===== src/rtl/wdog_pkg.sv =====
package wdog_pkg;
    typedef enum logic [1:0] {
        WD_IDLE   = 2'd0,
        WD_CLOSED = 2'd1,
        WD_OPEN   = 2'd2,
        WD_HOLD   = 2'd3
    } wd_state_t;

    function automatic int unsigned max4(int unsigned a, int unsigned b,
                                         int unsigned c, int unsigned d);
        int unsigned m;
        m = a;
        if (b > m) m = b;
        if (c > m) m = c;
        if (d > m) m = d;
        return m;
    endfunction
endpackage


===== src/rtl/wdog_period_sel.sv =====
module wdog_period_sel #(
    parameter int unsigned P0 = 5,
    parameter int unsigned P1 = 45,
    parameter int unsigned P2 = 100,
    parameter int unsigned P3 = 350,
    parameter int unsigned CW = 9
) (
    input  logic [1:0]    code,
    output logic [CW-1:0] period,
    output logic [CW-1:0] half
);
    localparam int unsigned NCODE = 4;
    localparam int unsigned PTAB [NCODE] = '{P0, P1, P2, P3};

    logic [CW-1:0] opt [NCODE];

    for (genvar g = 0; g < NCODE; g++) begin : g_opt
        assign opt[g] = CW'(PTAB[g]);
    end

    always_comb begin
        period = opt[code];
        half   = period >> 1;
    end
endmodule


===== src/rtl/wdog_tick_ctr.sv =====
module wdog_tick_ctr #(
    parameter int unsigned CW = 9
) (
    input  logic          clk,
    input  logic          rst_n,
    input  logic          clr,
    input  logic          inc,
    input  logic [CW-1:0] period,
    input  logic [CW-1:0] half,
    output logic [CW-1:0] cnt,
    output logic          hit_half,
    output logic          hit_end
);
    logic [CW-1:0] cnt_nx;

    assign cnt_nx   = cnt + CW'(1);
    assign hit_half = (cnt_nx == half);
    assign hit_end  = (cnt_nx == period);

    always_ff @(posedge clk or negedge rst_n) begin
        if (!rst_n)   cnt <= '0;
        else if (clr) cnt <= '0;
        else if (inc) cnt <= cnt_nx;
    end
endmodule


===== src/rtl/wdog_hold_ctr.sv =====
module wdog_hold_ctr #(
    parameter int unsigned RST_TICKS = 1,
    parameter int unsigned RW = 1
) (
    input  logic clk,
    input  logic rst_n,
    input  logic clr,
    input  logic inc,
    output logic done_nx
);
    logic [RW-1:0] rcnt;

    assign done_nx = ((rcnt + RW'(1)) == RW'(RST_TICKS));

    always_ff @(posedge clk or negedge rst_n) begin
        if (!rst_n)   rcnt <= '0;
        else if (clr) rcnt <= '0;
        else if (inc) rcnt <= rcnt + RW'(1);
    end
endmodule


===== src/rtl/wdog_fsm.sv =====
module wdog_fsm
    import wdog_pkg::*;
(
    input  logic      clk,
    input  logic      rst_n,
    input  logic      en,
    input  logic      tick,
    input  logic      cfg_we,
    input  logic      cfg_window,
    input  logic      win_q,
    input  logic      refresh,
    input  logic      hit_half,
    input  logic      hit_end,
    input  logic      hold_done,
    output wd_state_t state,
    output logic      cnt_clr,
    output logic      cnt_inc,
    output logic      hold_clr,
    output logic      hold_inc,
    output logic      rst_req,
    output logic      rst_out_n
);
    wd_state_t state_nx;
    wd_state_t restart_st;
    logic      fault;
    logic      req_q;

    assign restart_st = (cfg_we ? cfg_window : win_q) ? WD_CLOSED : WD_OPEN;

    always_ff @(posedge clk or negedge rst_n) begin
        if (!rst_n) begin
            state <= WD_IDLE;
            req_q <= 1'b0;
        end else begin
            state <= state_nx;
            req_q <= fault;
        end
    end

    always_comb begin
        state_nx = state;
        cnt_clr  = 1'b0;
        cnt_inc  = 1'b0;
        hold_clr = 1'b0;
        hold_inc = 1'b0;
        fault    = 1'b0;
        unique case (state)
            WD_IDLE: begin
                cnt_clr = 1'b1;
                if (en) state_nx = restart_st;
            end
            WD_CLOSED: begin
                if (!en) begin
                    state_nx = WD_IDLE;
                    cnt_clr  = 1'b1;
                end else if (cfg_we) begin
                    state_nx = restart_st;
                    cnt_clr  = 1'b1;
                end else if (refresh) begin
                    state_nx = WD_HOLD;
                    fault    = 1'b1;
                    hold_clr = 1'b1;
                end else if (tick) begin
                    cnt_inc = 1'b1;
                    if (hit_half) state_nx = WD_OPEN;
                end
            end
            WD_OPEN: begin
                if (!en) begin
                    state_nx = WD_IDLE;
                    cnt_clr  = 1'b1;
                end else if (cfg_we || refresh) begin
                    state_nx = restart_st;
                    cnt_clr  = 1'b1;
                end else if (tick) begin
                    if (hit_end) begin
                        state_nx = WD_HOLD;
                        fault    = 1'b1;
                        hold_clr = 1'b1;
                    end else begin
                        cnt_inc = 1'b1;
                    end
                end
            end
            WD_HOLD: begin
                if (tick) begin
                    if (hold_done) begin
                        state_nx = en ? restart_st : WD_IDLE;
                        cnt_clr  = 1'b1;
                    end else begin
                        hold_inc = 1'b1;
                    end
                end
            end
            default: state_nx = WD_IDLE;
        endcase
    end

    always_comb begin
        rst_req   = req_q;
        rst_out_n = (state != WD_HOLD);
    end
endmodule


===== src/rtl/wdog_sup.sv =====
module wdog_sup
    import wdog_pkg::*;
#(
    parameter int unsigned P_CODE0   = 5,
    parameter int unsigned P_CODE1   = 45,
    parameter int unsigned P_CODE2   = 100,
    parameter int unsigned P_CODE3   = 350,
    parameter int unsigned RST_TICKS = 1,
    parameter logic [1:0]  DEF_CODE  = 2'b11
) (
    input  logic       clk,
    input  logic       rst_n,
    input  logic       ms_tick,
    input  logic       wd_enable,
    input  logic       cfg_we,
    input  logic       cfg_window,
    input  logic [1:0] cfg_period,
    input  logic       refresh,
    output logic       rst_req,
    output logic       rst_out_n
);
    localparam int unsigned PMAX = max4(P_CODE0, P_CODE1, P_CODE2, P_CODE3);
    localparam int unsigned CW   = $clog2(PMAX + 1);
    localparam int unsigned RW   = (RST_TICKS < 2) ? 1 : $clog2(RST_TICKS + 1);

    logic          win_q;
    logic [1:0]    code_q;
    logic [CW-1:0] period;
    logic [CW-1:0] half;
    logic [CW-1:0] cnt;
    logic          hit_half;
    logic          hit_end;
    logic          hold_done;
    logic          cnt_clr;
    logic          cnt_inc;
    logic          hold_clr;
    logic          hold_inc;
    wd_state_t     state;

    always_ff @(posedge clk or negedge rst_n) begin
        if (!rst_n) begin
            win_q  <= 1'b1;
            code_q <= DEF_CODE;
        end else if (cfg_we) begin
            win_q  <= cfg_window;
            code_q <= cfg_period;
        end
    end

    wdog_period_sel #(
        .P0(P_CODE0), .P1(P_CODE1), .P2(P_CODE2), .P3(P_CODE3), .CW(CW)
    ) u_psel (
        .code   (code_q),
        .period (period),
        .half   (half)
    );

    wdog_tick_ctr #(.CW(CW)) u_ctr (
        .clk      (clk),
        .rst_n    (rst_n),
        .clr      (cnt_clr),
        .inc      (cnt_inc),
        .period   (period),
        .half     (half),
        .cnt      (cnt),
        .hit_half (hit_half),
        .hit_end  (hit_end)
    );

    wdog_hold_ctr #(.RST_TICKS(RST_TICKS), .RW(RW)) u_hold (
        .clk     (clk),
        .rst_n   (rst_n),
        .clr     (hold_clr),
        .inc     (hold_inc),
        .done_nx (hold_done)
    );

    wdog_fsm u_fsm (
        .clk        (clk),
        .rst_n      (rst_n),
        .en         (wd_enable),
        .tick       (ms_tick),
        .cfg_we     (cfg_we),
        .cfg_window (cfg_window),
        .win_q      (win_q),
        .refresh    (refresh),
        .hit_half   (hit_half),
        .hit_end    (hit_end),
        .hold_done  (hold_done),
        .state      (state),
        .cnt_clr    (cnt_clr),
        .cnt_inc    (cnt_inc),
        .hold_clr   (hold_clr),
        .hold_inc   (hold_inc),
        .rst_req    (rst_req),
        .rst_out_n  (rst_out_n)
    );
endmodule


===== config.mk =====
export PLATFORM = sky130hd
export DESIGN_NAME = wdog_sup
export DESIGN_NICKNAME = d
export VERILOG_FILES = /design/src/rtl/wdog_pkg.sv /design/src/rtl/wdog_period_sel.sv /design/src/rtl/wdog_tick_ctr.sv /design/src/rtl/wdog_hold_ctr.sv /design/src/rtl/wdog_fsm.sv /design/src/rtl/wdog_sup.sv
export SDC_FILE = /design/constraint.sdc
export NUM_CORES = 1
export LEC_CHECK = 0
export BUFFER_PORTS_ARGS = -buffer_cell sky130_fd_sc_hd__buf_2
export CORE_MARGIN = 2
export CORE_UTILIZATION = 50
export CTS_CLUSTER_DIAMETER = 200
export DETAILED_ROUTE_END_ITERATION = 10
export PLACE_DENSITY = 0.68
export RECOVER_POWER = 50
export SLEW_MARGIN = 20
export SYNTH_ARGS = -nofsm -noshare
export SYNTH_HDL_FRONTEND = slang
export SYNTH_SLANG_ARGS = --single-unit

===== constraint.sdc =====
create_clock -name clk -period 4.8 [get_ports clk]
set_input_delay 0.24 -clock clk [delete_from_list [all_inputs] [get_ports clk]]
set_output_delay 0.24 -clock clk [all_outputs]
set_load 0.02 [all_outputs]

==> results.md <==
- Critical path launch point type: flop
- Dominant cells by area after synthesis: dfrtp_1 21%, ha_1 5.7%, dfstp_2 5.1%
- Synth Net Count: 200
- Power Total: 0.000474 W
- Seq cells post-synth: 16
- Crit-path most repeated cell: nor3_2
- Reg2Reg Launch Point: u_ctr.cnt[0]
- Clk_skew: 0.00986 ns
- Wirelength per Cell: 17.2 um
- Reg clk slew, reported paths: about 0.11 ns
- Share of the synthesized area in the top cell type: 0.211
- Slowest-stage cell, CP: dfrtp_1
- YS warnings: 0
- Crit. End Element: flop
- Simple-gate area share of the yosys netlist: 0.290
- Vias in the first global route: 1376
- Detailed Place HPWL: 2880 um
- Hold wc startpoint: cfg_period[1]
- FMAX: 346 MHz
- Main combinational cell family by area after synthesis: simple AND/OR/NAND/NOR gates
- Vias per inst: roughly 6.4
- Prevailing post-synth register cell: dfrtp_1
- Total of max-cap violations: 0
- I/O pin total: 11
- Full die area: around 3500 sq um
- Final WL: 3750 um
- Root Buffer: clkbuf_4
- Peak supply drop: 0.247 mV
- Commonest cells after routing, fill and taps aside: 16 x nand2_1, 14 x a21oi_1, 13 x dfrtp_1, 10 x nand2b_1, 9 x buf_2
- Max Root-Sink Buffers: 2
- RSZ-0062 raised after global routing: no
- CTS tree: done
- Area Growth Syn to Fin: 2.27%
- Post-synth EDFFs: 0
- Async set-or-reset flop fraction in the synthesized netlist: 1.00
- Crit-path max FO: 8
- Cell variety after synth: between 50 and 60
- Leak Pwr: 0.614 nW
- Worst setup path startpoint: u_ctr.cnt[0]
- Cell Pwr Density: 301 nW/um^2
- Largest net degree at the start of global routing: 17
- Post-synthesis sequential area ratio: 0.262
- Post-Syn Instances: 184
- I/O Buffers: 10
- Slew Limit Headroom: 0.410
- Syn avg cell area: 8.38 sq um
- Via count: about 1400
- DR iter-0 viols: 79
- Gpl congestion: 1.02
- Synth Area in Compound Gates: 0.201
- Reg area: 404 sq um
- DRC: 0
- Worst slew pin tran: 0.885 ns
- Global route overflow: 0
- Die width: 59.5 um
- Commonest non-fill, non-tap cell in the layout: nand2_1
- Slowest stage delay, CP: 0.53 ns
- Mux cell area share after synthesis: 0.0552
- Ordered list of cells on the worst path: ha_1 -> nand2_2 -> nor3_2 -> mux2i_1 -> a211oi_1 -> a21oi_1 -> nor3_2 -> mux2_1
- Tmin final: between 2 and 3 ns
- Cell area after synthesis: 1540 sq um
- Initial antenna violation count: 0
- Status: finished clean
- Skew-Pair Late Insertion Delay: 0.30 ns
- CTS H-tree lvls: 1
- TritonRoute pass-1 iters: 4
- Clock Sinks: 16
- Post-route ant nets: 0
- Synth Area in XOR/XNOR: 0.0568
- Core footprint: about 3000 sq um
- Worst hold-check path type: input pin to flop
- Final Max Tran Viols: 0
- Synth area leader: dfrtp_1
- Diodes inserted: 0
- Endpoints failing setup: 0
- Layout cells sized above 1: 0.146
- FP Rows: 20
- Number of buffers created by CTS: 3
- Die Y: roughly 60 um
- Multi-input gate area: approximately 1000 sq um
- First-pass GRT wire length: 6530 um
- Final Hold Vio Count: 0
- Critical path data required time: 5.00 ns
- Final Cycle Share: 0.602
- Kind of critical path: flop to flop
- Setup TNS: 0 ns
- Global Route Usage Sum: 0.245
- Layout Nets: 202
- Adder-Cell Fraction of Synth Area: 0.0568
- Critical Path AT: 3.08 ns
- Initial Util: 0.514
- Fill cells: 287
-- state kept, by name, indices dropped and copies added (netlist names) --
| signal | count |
|---|---|
| u_hold.rcnt | 1 |
| u_fsm.rst_req | 1 |
| win_q | 1 |
| u_fsm.state | 2 |
| u_ctr.cnt | 9 |
| code_q | 2 |
-- cell families (layout without fill, tap and decap cells) --
group	Yosys count	after routing
buffers and inverters	19	20
adders and majority gates	7	7
AOI/OAI and AO/OA	46	46
muxes	8	8
xor gates and xnor gates	10	10
and+or+nand+nor	78	78
DFF	16	16
-- critical path, delay by kind of cell (launching register included) --
kind                       cells  cell delay [ns]
DFF                            1             0.53
AOI/OAI and AO/OA              2             0.56
and+or+nand+nor                3             0.78
adders and majority gates      1             0.42
muxes                          2             0.51
-- final cells by class --
cell class | instances | share of cell area
Tap cell | 33 | 0.0262
Timing Repair Buffer | 11 | 0.0373
Inverter | 5 | 0.0119
Multi-Input combinational cell | 149 | 0.646
Sequential cell | 16 | 0.256
Clock buffer | 4 | 0.0230
-- stage by stage --
| step | utilization | hold slack [ns] | cell area (sq um) | setup slack, ns | std cells |
|---|---|---|---|---|---|
| floorplan | - | -0.0556 | 1540 | 2.19 | 184 |
| global placement | 0.510 | 0.179 | 1530 | 2.05 | 213 |
| detailed placement | 0.510 | 0.186 | 1530 | 1.94 | 213 |
| CTS | 0.526 | 0.176 | 1580 | 1.94 | 218 |
| global route | 0.525 | 0.184 | 1580 | 1.73 | 218 |
| finish | 0.525 | 0.180 | 1580 | 1.91 | 218 |
-- final timing paths --
check                                 end  slack (ns)  cells past startpoint
max                        u_fsm.state[1]        1.91                      8
min                             code_q[1]        0.18                      2
max reg2reg                u_fsm.state[1]        1.91                      8
min reg2reg                   u_hold.rcnt        0.50                      2
max in group asynchronous    u_ctr.cnt[5]        3.69                      2
min in group asynchronous   u_fsm.rst_req        0.56                      2
-- cell usage after synthesis, types with 4 or more instances --
master and instances:
nor4_1 4, or3_1 5, inv_1 5, o211ai_1 4, nand2_1 16, a21oi_1 14
xor2_1 4, nor2_1 8, nand3_1 4, nor3_1 4, ha_1 7, nand2b_1 10
buf_6 4, buf_4 4, mux2i_1 4, or4_1 4, nand4_1 4, xnor2_1 6
dfrtp_1 13, o21ai_1 5, and3_1 5
-- timing repair --
item | 4_1_cts | 5_1_grt
hold buffers | 1 | 0
endpoints found under the hold margin | 13 | 0
gates resized for setup | 0 | 0
setup buffers | 0 | 0
-- routing by layer --
metal | global-route usage | vias up | routed length [um]
met3 | 0.0284 | 12 | 243
met2 | 0.402 | 47 | 1870
met1 | 0.325 | 656 | 1520
met4 | 0.108 | 0 | 104
met5 | 0 | - | 0
li1 | - | 677 | -
-- power by group --
| group | internal [W] | total [W] | switching [W] |
|---|---|---|---|
| clock | 0.0000463 | 0.0000934 | 0.0000471 |
| sequential | 0.000149 | 0.000163 | 0.0000143 |
| combinational | 0.0000855 | 0.000218 | 0.000132 |
(Power assumes the default switching activity.)
